[src/rtl/pio24_pkg.sv]
package pio24_pkg;
   typedef enum logic [1:0] {
      OFS_A    = 2'd0,
      OFS_B    = 2'd1,
      OFS_C    = 2'd2,
      OFS_CTRL = 2'd3
   } pio_ofs_e;

   localparam int unsigned CB_CLO  = 0;
   localparam int unsigned CB_B    = 1;
   localparam int unsigned CB_CHI  = 3;
   localparam int unsigned CB_A    = 4;
   localparam int unsigned CB_SET  = 7;
endpackage

[src/rtl/pio24_ctrl.sv]
module pio24_ctrl #(
   parameter int unsigned BYTE_W = 8
) (
   input  logic              clk,
   input  logic              rst_n,
   input  logic              wr,
   input  logic [BYTE_W-1:0] wdata,
   output logic              dir_a,
   output logic              dir_b,
   output logic              dir_chi,
   output logic              dir_clo,
   output logic              buf_off
);
   import pio24_pkg::*;

   initial begin
      if (BYTE_W < CB_SET + 1) $error("BYTE_W too small for control byte");
   end

   always_ff @(posedge clk or negedge rst_n) begin
      if (!rst_n) begin
         dir_a   <= 1'b1;
         dir_b   <= 1'b1;
         dir_chi <= 1'b1;
         dir_clo <= 1'b1;
         buf_off <= 1'b1;
      end else if (wr) begin
         buf_off <= wdata[CB_SET];
         if (wdata[CB_SET]) begin
            dir_a   <= wdata[CB_A];
            dir_b   <= wdata[CB_B];
            dir_chi <= wdata[CB_CHI];
            dir_clo <= wdata[CB_CLO];
         end
      end
   end


   dir_hold_chk: assert property (@(posedge clk) disable iff (!rst_n)
      !(wr && wdata[CB_SET]) |=> $stable({dir_a, dir_b, dir_chi, dir_clo}));


   flag_capture_chk: assert property (@(posedge clk) disable iff (!rst_n)
      wr |=> (buf_off == $past(wdata[CB_SET])));
endmodule

[src/rtl/pio24_group.sv]
module pio24_group #(
   parameter int unsigned W = 8
) (
   input  logic         clk,
   input  logic         rst_n,
   input  logic         wr,
   input  logic [W-1:0] wdata,
   input  logic         dir_in,
   input  logic         drv_allow,
   input  logic [W-1:0] pin_in,
   output logic [W-1:0] pin_out,
   output logic [W-1:0] pin_oe,
   output logic [W-1:0] rd_val
);
   initial begin
      if (W < 1) $error("group width must be positive");
   end

   always_ff @(posedge clk or negedge rst_n) begin
      if (!rst_n)  pin_out <= '0;
      else if (wr) pin_out <= wdata;
   end

   assign pin_oe = {W{~dir_in & drv_allow}};
   assign rd_val = dir_in ? pin_in : pin_out;


   latch_hold_chk: assert property (@(posedge clk) disable iff (!rst_n)
      !wr |=> $stable(pin_out));


   oe_gate_chk: assert property (@(posedge clk) disable iff (!rst_n)
      (|pin_oe) |-> (!dir_in && drv_allow));
endmodule

[src/rtl/pio24_port.sv]
module pio24_port #(
   parameter int unsigned BYTE_W = 8
) (
   input  logic              clk,
   input  logic              rst_n,
   input  logic              drv_strap,
   input  logic [1:0]        addr,
   input  logic              wr_en,
   input  logic              rd_en,
   input  logic [BYTE_W-1:0] wdata,
   output logic [BYTE_W-1:0] rdata,
   input  logic [BYTE_W-1:0] pa_in,
   output logic [BYTE_W-1:0] pa_out,
   output logic [BYTE_W-1:0] pa_oe,
   input  logic [BYTE_W-1:0] pb_in,
   output logic [BYTE_W-1:0] pb_out,
   output logic [BYTE_W-1:0] pb_oe,
   input  logic [BYTE_W-1:0] pc_in,
   output logic [BYTE_W-1:0] pc_out,
   output logic [BYTE_W-1:0] pc_oe
);
   import pio24_pkg::*;

   localparam int unsigned NIB_W = BYTE_W / 2;

   initial begin
      if (BYTE_W % 2 != 0) $error("BYTE_W must be even");
   end

   logic dir_a, dir_b, dir_chi, dir_clo, buf_off, drv_allow;
   logic [BYTE_W-1:0] rd_a, rd_b, rd_c;
   logic [1:0] dir_c;

   assign drv_allow = drv_strap | ~buf_off;
   assign dir_c     = {dir_chi, dir_clo};

   pio24_ctrl #(.BYTE_W(BYTE_W)) ctrl_i (
      .clk(clk), .rst_n(rst_n),
      .wr(wr_en && addr == OFS_CTRL), .wdata(wdata),
      .dir_a(dir_a), .dir_b(dir_b), .dir_chi(dir_chi), .dir_clo(dir_clo),
      .buf_off(buf_off)
   );

   pio24_group #(.W(BYTE_W)) grp_a_i (
      .clk(clk), .rst_n(rst_n), .wr(wr_en && addr == OFS_A), .wdata(wdata),
      .dir_in(dir_a), .drv_allow(drv_allow), .pin_in(pa_in),
      .pin_out(pa_out), .pin_oe(pa_oe), .rd_val(rd_a)
   );

   pio24_group #(.W(BYTE_W)) grp_b_i (
      .clk(clk), .rst_n(rst_n), .wr(wr_en && addr == OFS_B), .wdata(wdata),
      .dir_in(dir_b), .drv_allow(drv_allow), .pin_in(pb_in),
      .pin_out(pb_out), .pin_oe(pb_oe), .rd_val(rd_b)
   );

   for (genvar n = 0; n < 2; n++) begin : g_cnib
      pio24_group #(.W(NIB_W)) nib_i (
         .clk(clk), .rst_n(rst_n), .wr(wr_en && addr == OFS_C),
         .wdata(wdata[n*NIB_W +: NIB_W]),
         .dir_in(dir_c[n]), .drv_allow(drv_allow),
         .pin_in(pc_in[n*NIB_W +: NIB_W]),
         .pin_out(pc_out[n*NIB_W +: NIB_W]),
         .pin_oe(pc_oe[n*NIB_W +: NIB_W]),
         .rd_val(rd_c[n*NIB_W +: NIB_W])
      );
   end

   always_comb begin
      rdata = '0;
      if (rd_en) begin
         unique case (addr)
            OFS_A:   rdata = rd_a;
            OFS_B:   rdata = rd_b;
            OFS_C:   rdata = rd_c;
            default: rdata = '0;
         endcase
      end
   end


   ctrl_read_zero_chk: assert property (@(posedge clk) disable iff (!rst_n)
      (!rd_en || addr == OFS_CTRL) |-> (rdata == '0));


   gate_closed_chk: assert property (@(posedge clk) disable iff (!rst_n)
      (!drv_strap && buf_off) |-> ((pa_oe | pb_oe | pc_oe) == '0));
endmodule

[config.mk]
export PLATFORM = sky130hd
export DESIGN_NAME = pio24_port
export DESIGN_NICKNAME = d
export VERILOG_FILES = /design/src/rtl/pio24_pkg.sv /design/src/rtl/pio24_ctrl.sv /design/src/rtl/pio24_group.sv /design/src/rtl/pio24_port.sv
export SDC_FILE = /design/constraint.sdc
export NUM_CORES = 1
export LEC_CHECK = 0
export ABC_AREA = 1
export CAP_MARGIN = 20
export CORE_MARGIN = 5
export CORE_UTILIZATION = 44
export CTS_CLUSTER_DIAMETER = 100
export DETAILED_ROUTE_END_ITERATION = 10
export PLACE_DENSITY = 0.87
export SYNTH_ARGS = -nofsm -noshare
export SYNTH_HDL_FRONTEND = slang
export SYNTH_SLANG_ARGS = --single-unit
[constraint.sdc]
create_clock -name clk -period 3.7 [get_ports clk]
set_clock_uncertainty 0.05 [all_clocks]
set_input_delay 0.555 -clock clk [delete_from_list [all_inputs] [get_ports clk]]
set_output_delay 0.555 -clock clk [all_outputs]
set_load 0.05 [all_outputs]
Word level (Yosys, flattened, before mapping)
Index checks and enable logic that the tools add are counted. Widths: inputs -> output; s select.

Register bits after elaboration: 29. Latch bits: 0. Memory bits (writable): 0. ROM bits: 0. Input bits: 39. Output and inout bits: 56. Logic and storage cells: 34. Memories kept: 0.

$add $sub $neg: 0. Multipliers: 0. Div/mod/pow operators: 0. Order comparisons: 0. Eq/ne operators: 3. Shift operators: 0. Multiplexer cells: 6. Bitwise operators: 10. Reduce and logical (&&, ||, !) cells: 6.

Operator list (number): $mux 8 (3); $pmux 8 s3 (1); $mux 4 (2); $not 1->1 (5); $and 1x1->1 (4); $eq 2x2->1 const B (2); $logic_and 1x1->1 (4); $eq 2x1->1 const B (1); $logic_not 2->1 (1); $reduce_and 2->1 (1); $or 1x1->1 (1).

Depth between registers and ports, before layout
Word-level depth: 3. Depth in mapped cells: 8. Mapped depth without buffers: 7.

Hierarchy
Synthesis repeated with hierarchy kept, for this count alone.

Cell total of the unflattened synthesis: 289. Area, all modules: 1868.0 um2.

Modules (own cells, without submodules): pio24_group at grp_a_i ... (instances 2, cells an instance 69, area each 470.5 um2, seq. area each 200.2 um2); pio24_group at g_cnib[0].nib_i ... (instances 2, cells an instance 35, area each 227.7 um2, seq. area each 100.1 um2); pio24_port (instances 1, cells an instance 61, area each 275.3 um2, seq. area each 0.0 um2); pio24_ctrl (instances 1, cells an instance 20, area each 196.4 um2, seq. area each 131.4 um2).

Worst setup path after synthesis
No wires, ideal clock.

Path type: input to output. Start point: in drv_strap. End point: out pa_oe[1]. Arrival: 1.987 ns. Required time: 3.095 ns. Slack: 1.108 ns. Cell stages on the path: 3. Buffers on the path: 1. Cell sequence: inv_1 > a21oi_1 > buf_4.

Word-level cells in the longest chain between the ends: 2.

RTL lines: start, declared (line pio24_port.sv:6) `input logic drv_strap,`; $or 1x1->1 (line pio24_port.sv:34) `assign drv_allow = drv_strap | ~buf_off;`; $and 1x1->1 (line pio24_group.sv:24) `assign pin_oe = {W{~dir_in & drv_allow}};`; end, declared (line pio24_port.sv:14) `output logic [BYTE_W-1:0] pa_oe,`.

No other way between the ends.

Final worst setup path
Start point: in addr[1]. End point: out rdata[2].

Word-level cells in the longest chain between the ends: 3. Elaborated cells between the ends (all ways): 5. Classes of those cells: eq/ne: 2; mux: 2; reduce/logical: 1.

RTL lines: start, declared (line pio24_port.sv:7) `input logic [1:0] addr,`; $eq 2x2->1, or another cell as far along (line pio24_port.sv:71) `unique case (addr)`; $pmux 8 s3 (*) (line pio24_port.sv:71); $mux 8 (*) (line pio24_port.sv:70) `if (rd_en) begin`; end, declared (line pio24_port.sv:11) `output logic [BYTE_W-1:0] rdata,`.

Every way passes the cells marked *; elsewhere a longest branch is shown, timed or not.

==> flow_summary.json <==
{
  "route.vias.total": 1902,
  "detail-route-antenna-nets": 0,
  "synth_fp_nets": 308,
  "cts-root-to-sink-buffers": 2,
  "place_congestion": 0.862,
  "cts_made_buffers": 5,
  "clk_transition_reported_paths_ns": 0.06,
  "reg2reg_from": "ctrl_i.dir_b$_DFFE_PN1P_",
  "worst_setup_path_start_kind": "input port",
  "core_area_sq_um": 4260,
  "number_of_antenna_violations_at_the_first_check_in_global_routing": 0,
  "synth_simple_gate_area_frac": 0.315,
  "synth_cell_type_count": 18,
  "drv_slew": 0,
  "vias_per_cell": 4.78,
  "worst_ep_required_time_ns": 3.09,
  "worst_margin_pin_slew_ns": 0.529,
  "cellPowerDensity_nw_per_um2": 564,
  "placementRows": 24,
  "synth.cell_area_sq_um": 1900,
  "ff2ff_path_depth": 2,
  "worst_path_largest_cell_delay_ns": 0.82,
  "regToRegEndpoint": "ctrl_i.dir_b$_DFFE_PN1P_",
  "register_area_sq_um": 732,
  "drtIter0Drc": 88,
  "cts_tree": "built",
  "muxShareOfSynthArea": 0,
  "maximum_number_of_pins_on_one_net_before_global_route_repair": 30,
  "synth.top_cells.by_area": "dfrtp_1 32%, nand2_1 22%, buf_4 7.9%, o21ai_2 7.4%, inv_1 7.3%",
  "antenna-diode-count": 0,
  "maximum_clock_rate_mhz": 309,
  "post_dp_cell_area_sq_um": 2730,
  "cts.sink_count": 29,
  "hold_viol_final": 0,
  "synth_cells": 269,
  "timing.critical_path.slowest_stage_cell": "clkdlybuf4s50_1",
  "place_worst_setup_slack_ns": 0.482,
  "layout-drive-gt1-share": 0.124,
  "cts_resized": 0,
  "first_global_vias": 1814,
  "synthesis.area_per_instance_sq_um": 7.08,
  "dr.pass1.iters": 4,
  "drc_errors": 0,
  "synth_top_family_by_area": "simple AND/OR/NAND/NOR gates",
  "globalRoute.totalOverflow": 0,
  "fin_area_sq_um": 2810,
  "min-delay-start": "grp_b_i.pin_out[1]$_DFFE_PN0P_",
  "fp.dieH_um": 75.8,
  "post_route_clock_period_utilization": 0.875,
  "post_synthesis_async_set_or_reset_flop_share": 1.00,
  "dr_wl_cell_um": 14.3,
  "worst_path_top_cell_family_by_delay": "buffers and inverters",
  "floorplan.die_area_sq_um": 5740,
  "compound_gate_portion_of_the_synthesized_area": 0.118,
  "run_status": "finished clean",
  "ys.warnings.count": 0,
  "xor_xnor_fraction_of_synth_area": 0,
  "num-fill-cells": 384,
  "critPathMaxFanout": 9,
  "seq_area_frac_synth": 0.384,
  "multi_input_comb_area_sq_um": 826,
  "yosys.cell_count.top_type": "nand2_1",
  "chipWidth_um": 75.8,
  "worst_setup_path_startpoint": "addr[1]",
  "synth.top_cells.by_count": "111 x nand2_1, 37 x inv_1, 24 x dfrtp_1",
  "h-tree-depth": 2,
  "setup.worst_path.end": "rdata[2]",
  "synth-adder-area-share": 0,
  "effective_utilization_at_floorplan": 0.447,
  "synth_edf_count": 0,
  "setup-violations-final": 0,
  "final_critical_path_setup_slack_ns": 0.462,
  "power.static_leakage_nw": 1.39,
  "min_path_type": "register to register",
  "postCtsHoldBufs": 0,
  "rrSetupSlack_ns": 2.46,
  "post-route-min-period_ns": 3.24,
  "finalCoreUtilization": 0.659,
  "vdd.ir_drop.worst_uv": 386,
  "design.portCount": 95,
  "ctsRootBufferMaster": "clkbuf_8",
  "critical_path_depth": 7,
  "dpl.cell_count": 390,
  "drt-total-wl_um": 5710,
  "layout.cells.non_filler": 398,
  "fin_tns_setup_ns": 0,
  "ys_seq_elements": 29,
  "track_usage": 0.208,
  "max-slew-margin-rel": 0.646,
  "critical_path_buf_inv_count": 3,
  "most_used_dff_post_synth": "dfrtp_1",
  "crit_arrival_ns": 2.63,
  "cts_post_setup_buffers_inserted": 0,
  "clk_latency_ns": 0.28,
  "wire_length_of_the_first_global_routing_pass_um": 8820,
  "area.growth.synth_to_final_pct": 47.6,
  "critical_path.endpoint_type": "output port",
  "synth_area_leader_cell": "dfrtp_1",
  "rsz0062_at_grt": "no",
  "final_net_count": 384,
  "dpl.hpwl_um": 4510,
  "timing.max_cap.violations": 0,
  "synth.top_cell.area_share": 0.315,
  "cell_by_cell_listing_of_the_critical_path": "clkdlybuf4s50_1 -> nor2_4 -> nand3_1 -> nand3_1 -> nand2_1 -> inv_1 -> clkdlybuf4s50_1",
  "criticalPathCategory": "input port to output port",
  "io_buffer_count": 94
}
[tightest hold or removal path, cell delays in order, from the launching register on]
cell and delay [ns]:
dfrtp_1 0.36, nand2_1 0.07, o21ai_2 0.05
[cell type report]
class / instances / share of cell area
sequential: 29 / 0.260
tap: 52 / 0.0231
clock buffer: 5 / 0.0245
timing repair buffer: 95 / 0.337
inverter: 41 / 0.0547
multi-input combinational: 173 / 0.294
clock inverter: 3 / 0.00623
[layer usage]
| metal | share of wire | vias to the layer above | GRT usage | wire length (um) |
|---|---|---|---|---|
| li1 | - | 950 | - | - |
| met1 | 0.38 | 859 | 0.244 | 2180 |
| met2 | 0.50 | 87 | 0.366 | 2870 |
| met3 | 0.11 | 6 | 0.0699 | 611 |
| met4 | 0.0089 | 0 | 0.0466 | 51 |
| met5 | 0 | - | 0 | 0 |
[sequential cells by signal (all words and copies together) (netlist names)]
signal,count
ctrl_i.dir_a,1
grp_a_i.pin_out,8
ctrl_i.dir_b,1
ctrl_i.dir_chi,1
ctrl_i.buf_off,1
grp_b_i.pin_out,8
ctrl_i.dir_clo,1
g_cnib.nib_i.pin_out,8
[cells by family after synthesis]
family | after synthesis
buffers and inverters | 67
AND/OR/NAND/NOR | 140
flip-flops | 29
AO/OA/AOI/OAI | 33
[layout by cell type (no fill, tap or decap), drive strengths merged]
| cell type | netlist | final |
|---|---|---|
| nand2 | 118 | 118 |
| clkdlybuf4s50 | 0 | 94 |
| inv | 39 | 39 |
| o21ai | 29 | 29 |
| dfrtp | 24 | 24 |
| nand3 | 18 | 18 |
| clkbuf | 0 | 5 |
| dfstp | 5 | 5 |
| a21oi | 4 | 4 |
| nor2 | 4 | 4 |
| clkinv | 2 | 4 |
| clkinvlp | 0 | 1 |
| buf | 26 | 1 |
[where the power goes]
part / switching, mW / internal (mW) / leakage (nW) / total [mW]
Clock: 0.126 / 0.129 / 0.0439 / 0.255
Combinational: 0.600 / 0.290 / 0.995 / 0.890
Sequential: 0.0626 / 0.379 / 0.352 / 0.442
[worst min-delay path by stage]
stage / end / cells after the start
after global routing: grp_b_i.pin_out[4]$_DFFE_PN0P_ / 2
after CTS: grp_b_i.pin_out[1]$_DFFE_PN0P_ / 2
after floorplan: g_cnib[0].nib_i.pin_out[0]$_DFFE_PN0P_ / 0
after detailed placement: grp_b_i.pin_out[1]$_DFFE_PN0P_ / 2
after global placement: grp_b_i.pin_out[4]$_DFFE_PN0P_ / 2
final: grp_b_i.pin_out[1]$_DFFE_PN0P_ / 2
[stage by stage]
stage,power [mW],hold slack (ns)
6_report,1.59,0.461
5_1_grt,1.67,0.506
3_5_place_dp,1.34,0.451
4_1_cts,1.60,0.466
3_3_place_gp,1.33,0.447
2_1_floorplan,1.09,0.209
No activity file was read; power rests on OpenSTA's default activity.
